### config.mk
export PLATFORM = sky130hd
export DESIGN_NAME = bus_cycle_conditioner
export DESIGN_NICKNAME = d
export VERILOG_FILES = /design/src/rtl/cyc_cond_pkg.sv /design/src/rtl/cyc_phase_seq.sv /design/src/rtl/cyc_sample_bank.sv /design/src/rtl/cyc_strobe_gen.sv /design/src/rtl/bus_cycle_conditioner.sv
export SDC_FILE = /design/constraint.sdc
export NUM_CORES = 1
export LEC_CHECK = 0
export BUFFER_PORTS_ARGS = -buffer_cell sky130_fd_sc_hd__buf_2
export CAP_MARGIN = 25
export CELL_PAD_IN_SITES_DETAIL_PLACEMENT = 0
export CELL_PAD_IN_SITES_GLOBAL_PLACEMENT = 1
export CORE_UTILIZATION = 34
export DETAILED_ROUTE_END_ITERATION = 16
export GPL_ROUTABILITY_DRIVEN = 0
export PLACE_DENSITY_LB_ADDON = 0.1
export SLEW_MARGIN = 25
export SYNTH_ARGS = -nofsm -noshare
export SYNTH_HDL_FRONTEND = slang
export SYNTH_SLANG_ARGS = --single-unit
### constraint.sdc
create_clock -name clk_i -period 1.9 [get_ports clk_i]
set_input_delay 0.095 -clock clk_i [delete_from_list [all_inputs] [get_ports clk_i]]
set_output_delay 0.095 -clock clk_i [all_outputs]
set_load 0.005 [all_outputs]
### src/rtl/cyc_cond_pkg.sv
package cyc_cond_pkg;

  typedef struct packed {
    logic phi1;
    logic phi2;
    logic t1;   // early phase-1 pulse
    logic t2;   // late phase-2 pulse
  } phase_t;

  function automatic logic in_win(int unsigned c, int unsigned s, int unsigned l);
    return (c >= s) && (c < s + l);
  endfunction

  function automatic phase_t decode(int unsigned c, int unsigned p1s, int unsigned p1l,
                                    int unsigned p2s, int unsigned p2l);
    phase_t p;
    p.phi1 = in_win(c, p1s, p1l);
    p.phi2 = in_win(c, p2s, p2l);
    p.t1   = (c == p1s);
    p.t2   = (c == p2s + p2l - 1);
    return p;
  endfunction

endpackage

### src/rtl/cyc_phase_seq.sv
module cyc_phase_seq
  import cyc_cond_pkg::*;
#(
  parameter int unsigned DIV      = 9,
  parameter int unsigned P1_START = 0,
  parameter int unsigned P1_LEN   = 2,
  parameter int unsigned P2_START = 3,
  parameter int unsigned P2_LEN   = 5
) (
  input  logic   clk_i,
  input  logic   rst_ni,
  output phase_t ph_o,
  output logic   t1_nxt_o,
  output logic   t2_nxt_o
);
  localparam int unsigned CW   = (DIV > 1) ? $clog2(DIV) : 1;
  localparam int unsigned LAST = DIV - 1;
  localparam phase_t RST_PH = decode(0, P1_START, P1_LEN, P2_START, P2_LEN);

  logic [CW-1:0] cnt_q, cnt_nxt;
  phase_t        ph_nxt;

  always_comb begin
    cnt_nxt = (cnt_q == CW'(LAST)) ? '0 : cnt_q + 1'b1;
    ph_nxt  = decode(32'(cnt_nxt), P1_START, P1_LEN, P2_START, P2_LEN);
  end

  always_ff @(posedge clk_i or negedge rst_ni) begin
    if (!rst_ni) begin
      cnt_q <= '0;
      ph_o  <= RST_PH;
    end else begin
      cnt_q <= cnt_nxt;
      ph_o  <= ph_nxt;
    end
  end

  assign t1_nxt_o = ph_nxt.t1;
  assign t2_nxt_o = ph_nxt.t2;

  a_r2_no_overlap: assert property (@(posedge clk_i) disable iff (!rst_ni)
    !(ph_o.phi1 && ph_o.phi2));

endmodule

### src/rtl/cyc_sample_bank.sv
module cyc_sample_bank #(
  parameter int unsigned     W       = 2,
  parameter logic [W-1:0]    RST_VAL = '0
) (
  input  logic         clk_i,
  input  logic         rst_ni,
  input  logic         load_i,   // late pulse about to start
  input  logic         pulse_i,  // late pulse, registered
  input  logic [W-1:0] d_i,
  output logic [W-1:0] d_nxt_o,
  output logic [W-1:0] q_o
);
  assign d_nxt_o = load_i ? d_i : q_o;

  always_ff @(posedge clk_i or negedge rst_ni) begin
    if (!rst_ni) q_o <= RST_VAL;
    else         q_o <= d_nxt_o;
  end

  for (genvar i = 0; i < W; i++) begin : g_chk
    a_r5_r6_move_on_t2: assert property (@(posedge clk_i) disable iff (!rst_ni)
      !$stable(q_o[i]) |-> pulse_i);
  end

endmodule

### src/rtl/cyc_strobe_gen.sv
module cyc_strobe_gen (
  input  logic clk_i,
  input  logic rst_ni,
  input  logic sync_i,
  input  logic t1_nxt_i,
  input  logic t1_i,
  input  logic hold_nxt_i,
  input  logic hold_i,
  output logic strobe_no
);
  always_ff @(posedge clk_i or negedge rst_ni) begin
    if (!rst_ni) strobe_no <= 1'b0;
    else         strobe_no <= ~((t1_nxt_i & sync_i) | hold_nxt_i);
  end

  a_r4_hold_low: assert property (@(posedge clk_i) disable iff (!rst_ni)
    hold_i |-> !strobe_no);

  a_r3_fall_on_t1: assert property (@(posedge clk_i) disable iff (!rst_ni)
    $fell(strobe_no) |-> (t1_i || hold_i));

endmodule

### src/rtl/bus_cycle_conditioner.sv
module bus_cycle_conditioner
  import cyc_cond_pkg::*;
#(
  parameter int unsigned DIV      = 9,
  parameter int unsigned P1_START = 0,
  parameter int unsigned P1_LEN   = 2,
  parameter int unsigned P2_START = 3,
  parameter int unsigned P2_LEN   = 5
) (
  input  logic clk_i,
  input  logic rst_ni,
  input  logic sync_i,
  input  logic wait_ni,
  input  logic res_req_ni,
  output logic phi1_o,
  output logic phi2_o,
  output logic strobe_no,
  output logic ready_o,
  output logic cpu_reset_o
);
  localparam int unsigned NSMP = 2;
  localparam int unsigned RDY  = 0;
  localparam int unsigned RES  = 1;

  phase_t            ph;
  logic              t1_nxt, t2_nxt;
  logic [NSMP-1:0]   smp_d, smp_nxt, smp_q;

  cyc_phase_seq #(
    .DIV(DIV), .P1_START(P1_START), .P1_LEN(P1_LEN),
    .P2_START(P2_START), .P2_LEN(P2_LEN)
  ) u_phase (
    .clk_i    (clk_i),
    .rst_ni   (rst_ni),
    .ph_o     (ph),
    .t1_nxt_o (t1_nxt),
    .t2_nxt_o (t2_nxt)
  );

  assign smp_d[RDY] = wait_ni;
  assign smp_d[RES] = ~res_req_ni;

  cyc_sample_bank #(.W(NSMP), .RST_VAL(NSMP'(1) << RES)) u_smp (
    .clk_i   (clk_i),
    .rst_ni  (rst_ni),
    .load_i  (t2_nxt),
    .pulse_i (ph.t2),
    .d_i     (smp_d),
    .d_nxt_o (smp_nxt),
    .q_o     (smp_q)
  );

  cyc_strobe_gen u_stb (
    .clk_i      (clk_i),
    .rst_ni     (rst_ni),
    .sync_i     (sync_i),
    .t1_nxt_i   (t1_nxt),
    .t1_i       (ph.t1),
    .hold_nxt_i (smp_nxt[RES]),
    .hold_i     (smp_q[RES]),
    .strobe_no  (strobe_no)
  );

  assign phi1_o      = ph.phi1;
  assign phi2_o      = ph.phi2;
  assign ready_o     = smp_q[RDY];
  assign cpu_reset_o = smp_q[RES];

  a_r6_reset_from_request: assert property (@(posedge clk_i) disable iff (!rst_ni)
    $rose(cpu_reset_o) |-> !$past(res_req_ni));

endmodule

# ---- Word level (Yosys, flattened, before mapping)
# Index checks and enable logic that the tools add are counted.
dict set report op_classes {
  bitwise 4
  n_eq_ne 2
  magnitude_cmp 3
  mux 2
  reduce_logical 2
  n_addsub 1
}
# operator count
set ops {}
lappend ops {{$add A4 B1 Y4 const B} 1}
lappend ops {{$eq A4 B3 Y1 const B} 1}
lappend ops {{$eq A4 B4 Y1 const B} 1}
lappend ops {{$ge A4 B2 Y1 const B} 1}
lappend ops {{$logic_not A4 Y1} 1}
lappend ops {{$lt A4 B2 Y1 const B} 1}
lappend ops {{$lt A4 B4 Y1 const B} 1}
lappend ops {{$mux W4} 1}
lappend ops {{$mux W2} 1}
lappend ops {{$not A1 Y1} 2}
lappend ops {{$and A1 B1 Y1} 1}
lappend ops {{$logic_and A1 B1 Y1} 1}
lappend ops {{$or A1 B1 Y1} 1}
dict set report totals {
  input_bits 5
  elab_cells 20
  regBits 9
  out_inout_bits 5
}

# ---- Longest topological paths before layout
dict set report logic_depth {
  ltp_word 6
  ltp_mapped 6
  ltp_nobuf 6
}

# ---- Cells and area by module
# Synthesis repeated with hierarchy kept, for this count alone.
dict set report unflattened {
  hier_cells 37
  area_unflattened_um2 483.0
}
# module seq_area_each_um2 instances cells_each area_each_um2
set by_module_without_submodules {}
lappend by_module_without_submodules {cyc_phase_seq 202.7 1 30 371.6}
lappend by_module_without_submodules {cyc_sample_bank 51.3 1 4 73.8}
lappend by_module_without_submodules {cyc_strobe_gen 25.0 1 2 33.8}
lappend by_module_without_submodules {bus_cycle_conditioner 0.0 1 1 3.8}

# ---- Worst setup path after synthesis
# Ideal clock, no wire load.
dict set report synth_path {
  path_kind {reg-to-reg}
  start {register u_phase.cnt_q[0]}
  end {register u_smp.q_o[0]}
  synth_period_minus_slack_ps 1796
  arrival_ps 1671
  setup_ps 125
  path_buffers 0
  slack_ps 104
  required_ps 1775
  stages_incl_launch_ff 7
  cell_sequence {dfrtp_1 inv_1 ha_1 or3b_2 o211ai_4 or3b_4 mux2_4}
}
dict set report synth_between {
  elab_chain_cells 3
  word_cells_on_any_way 4
  classes_between {1 x add/sub; 2 x eq/ne; 1 x mux}
}
# element line
set synth_rtl {}
lappend synth_rtl {{from (decl)} cyc_phase_seq.sv:20} ;# logic [CW-1:0] cnt_q, cnt_nxt;
lappend synth_rtl {{from (signal assigned)} cyc_phase_seq.sv:33} ;# cnt_q <= cnt_nxt;
lappend synth_rtl {{$add A4 B1 Y4 / $eq A4 B4 Y1 (equally long branches)} cyc_phase_seq.sv:24} ;# cnt_nxt = (cnt_q == CW'(LAST)) ? '0 : cnt_q + 1'b1;
lappend synth_rtl {{$mux W4 *} cyc_phase_seq.sv:24}
lappend synth_rtl {{via u_phase.cnt_nxt[3]} cyc_phase_seq.sv:20}
lappend synth_rtl {{$eq A4 B3 Y1 *} cyc_cond_pkg.sv:20} ;# p.t2 = (c == p2s + p2l - 1);
lappend synth_rtl {{to (signal assigned)} cyc_sample_bank.sv:17} ;# else q_o <= d_nxt_o;
lappend synth_rtl {{to (decl)} cyc_sample_bank.sv:11} ;# output logic [W-1:0] q_o
# Mark *: on every way through the listed nets, which the timed path passes. The rest lies on a longest branch.
# A chain may end at the register's enable or synchronous reset.

# ---- Worst setup path after layout
# Same ends and word-level chain as after synthesis.

==> reports/qor.txt <==
status: finished, final reports clean
final hold vios: 0
Reg2Reg Setup Slack: 0.13 ns
vias per cell: 4.696
Sink Count: 9
f_max: 563.9 MHz
internal power: 0.0002876 W
clk_skew: 0.003840 ns
CTS Buf Count: 3
largest net degree at the start of global routing: 10
Placement Setup Slack: 0.08081 ns
Die Area: 1447 um2
biggest area consumer among synthesized cells: dfrtp_1
multiplexer share of the synthesized area: 9.065%
ANT nets after route: 0
synth top area cells: dfrtp_1, dfstp_2, ha_1
number of fill cells: 114
die width: 38.04 um
switching share of power: 19.65%
DRC viols: 0
fraction of registers with async set/reset: 100.0%
Post-Synthesis Cells: 36
CP required: 2.04 ns
hold crit path type: in -> reg
Comb power frac: 5.4%
num rows: 12
pwr/cell area: 616.6 nW/um2
share of layout cells above drive strength 1: 41.82%
EDFF count, synth: 0
crit path launch type: flip-flop
largest family of logic cells by synthesized area: simple AND/OR/NAND/NOR gates
leakage: 0.2871 nW
Reg2Reg Depth: 6
top_reg_cell synth: dfrtp_1
simple-gate share of the synthesized area: 15.58%
critical path type: reg -> reg
min cycle time layout: 1.773 ns
highest metal used: met4
DRT iter0 DRCs: 2
first-pass GRT wire length: 1.345 mm
most frequent cell after synthesis: dfrtp_1
CTS tree: yes
Synth Net Count: 44
Hold Startpoint: wait_ni
Max clock buf depth: 2
Setup TNS Final: 0 ns
Synth-to-Final Area Change: 31.44%
Yosys reg bits: 9
worst skew pair latency: 0.25 ns
Register Area: 227.7 um2
hold path cells: 2
Syn Area/Cell: 12.27 um2
Routed WL per cell: 11.51 um
synth unique cells: 20
clk slew on worst S/H paths: 0.06 ns
vias in the first global route: 310
Setup violations, final: 0
post-synthesis compound-gate area fraction: 11.05%
Pins Over Slew Limit: 0
Port Buffers: 9
metal2 WL: 395 um
Synth Cell Area: 441.7 um2
WL final: 794 um
clock share of power: 39.4%
fin crit share: 93.33%
Die Span Y: 38.04 um
Worst slew margin: 84.10%
Min-Delay Endpoint: u_smp.q_o[0]
Via Count: 324
Metal-1 WL: 348 um
Max Cap Viol: 0
Switching Power: 0.00007033 W
initial core utilization: 38.20%
Yosys top cell area share: 39.66%
Final WS setup: 0.1266 ns
nets@finish: 64
Critical R2R Capture: u_smp.q_o[0]
register area share after synthesis: 51.56%
unrepaired setup endpoints after global routing: no
xor/xnor cell area share of the yosys netlist: 0%
crit end category: flip-flop
CTS H-tree lvls: 1
number of diodes: 0
Met3 Routed Length: 33 um
initial antenna violation count: 0
cts repair resizes: 0
adder-cell share of the synthesized area: 8.499%
total track usage: 14.13%
Worst Tran Pin Value: 0.2351 ns
I/O pins: 10
drt pass-1 iters: 2
yosys warns: 0
placed cells: 62
grt ovf: 0
Seq pwr share: 55.2%
Finished Layout Cells: 69
footprint of the multi-input gates: 195.2 um2
Root Buffer: clkbuf_4
core box area: 1156 um2
VDD IR max: 0.4027 mV
CP max FO: 3
Worst Path Arrival: 1.91 ns
synth cell count leaders: dfrtp_1, inv_1, ha_1
R2R Path Start: u_phase.cnt_q[0]
-- area by class of cell --
type / count / area share, %
clock buffer: 4 / 4.526
inverter: 5 / 3.233
multi-input combinational: 22 / 33.62
sequential: 9 / 39.22
tap: 14 / 3.017
timing repair buffer: 15 / 16.38
-- critical path, cell delays in order (launching register included) --
cell,delay (ns)
dfrtp_1,0.34
inv_1,0.07
ha_1,0.22
or3b_2,0.48
o211ai_4,0.10
or3b_4,0.17
mux2_4,0.29
-- how the worst max path moves through the flow --
stage,start,cells after the start,endpoint,slack [ns]
after floorplan,u_phase.cnt_q[0],6,u_smp.q_o[0],0.10
after global placement,u_phase.cnt_q[1],6,u_smp.q_o[0],0.15
after detailed placement,u_phase.cnt_q[1],6,u_smp.q_o[0],0.08
after CTS,u_phase.cnt_q[1],6,u_smp.q_o[0],0.07
after global routing,u_phase.cnt_q[0],6,u_smp.q_o[0],0.04
final,u_phase.cnt_q[0],6,u_smp.q_o[0],0.13
-- metrics by stage --
stage | hold slack, ns | utilization (%) | cell area, um2 | power (W)
after floorplan | -0.2006 | - | 441.7 | 0.0002059
final | 0.06875 | 50.22 | 580.6 | 0.0003580
after CTS | 0.06175 | 49.57 | 573.1 | 0.0003651
after global routing | 0.05575 | 50.22 | 580.6 | 0.0003805
after global placement | -0.04789 | 45.56 | 526.8 | 0.0002169
after detailed placement | -0.04280 | 45.56 | 526.8 | 0.0002177
-- layer usage --
layer / up-vias / GRT usage [%]
li1: 164 / -
met1: 148 / 17.23
met2: 8 / 22.46
met3: 4 / 3.488
met4: 0 / 8.036
met5: - / 0
-- flip-flops by register name, summed over array words and instances, names as in the netlist --
signal           cells
u_phase.ph_o         2
u_phase.cnt_q        4
u_stb.strobe_no      1
u_smp.q_o            2
-- power by group through the flow --
| stage | sequential (W) | combinational (W) | clock, W |
|---|---|---|---|
| 6_report | 0.000198 | 0.0000194 | 0.000141 |
| 5_1_grt | 0.000198 | 0.0000223 | 0.000160 |
| 4_1_cts | 0.000198 | 0.0000200 | 0.000148 |
| 3_5_place_dp | 0.000201 | 0.0000168 | 0 |
| 3_3_place_gp | 0.000201 | 0.0000162 | 0 |
| 2_1_floorplan | 0.000201 | 0.00000464 | 0 |
-- timing repair --
action	CTS	global route
hold endpoints to repair	10	0
hold buffers	2	0
setup endpoints to repair	0	1
buffers inserted	0	1
-- layout by cell type, fill, tap and decap left out, types with 2 or more instances in the layout --
| master | instances |
|---|---|
| dfrtp_1 | 7 |
| dfstp_2 | 2 |
| ha_1 | 3 |
| inv_1 | 5 |
| nor2_1 | 2 |
| mux2_4 | 2 |
| clkbuf_4 | 3 |
| nand2_1 | 2 |
| buf_2 | 9 |
| dlygate4sd3_1 | 2 |
| buf_4 | 4 |
-- logic make-up after synthesis --
logic type	count (synthesis)
AOI/OAI and AO/OA	5
adders and majority gates	3
buffers and inverters	5
DFF	9
muxes	3
and+or+nand+nor	11
(Power assumes the default switching activity.)
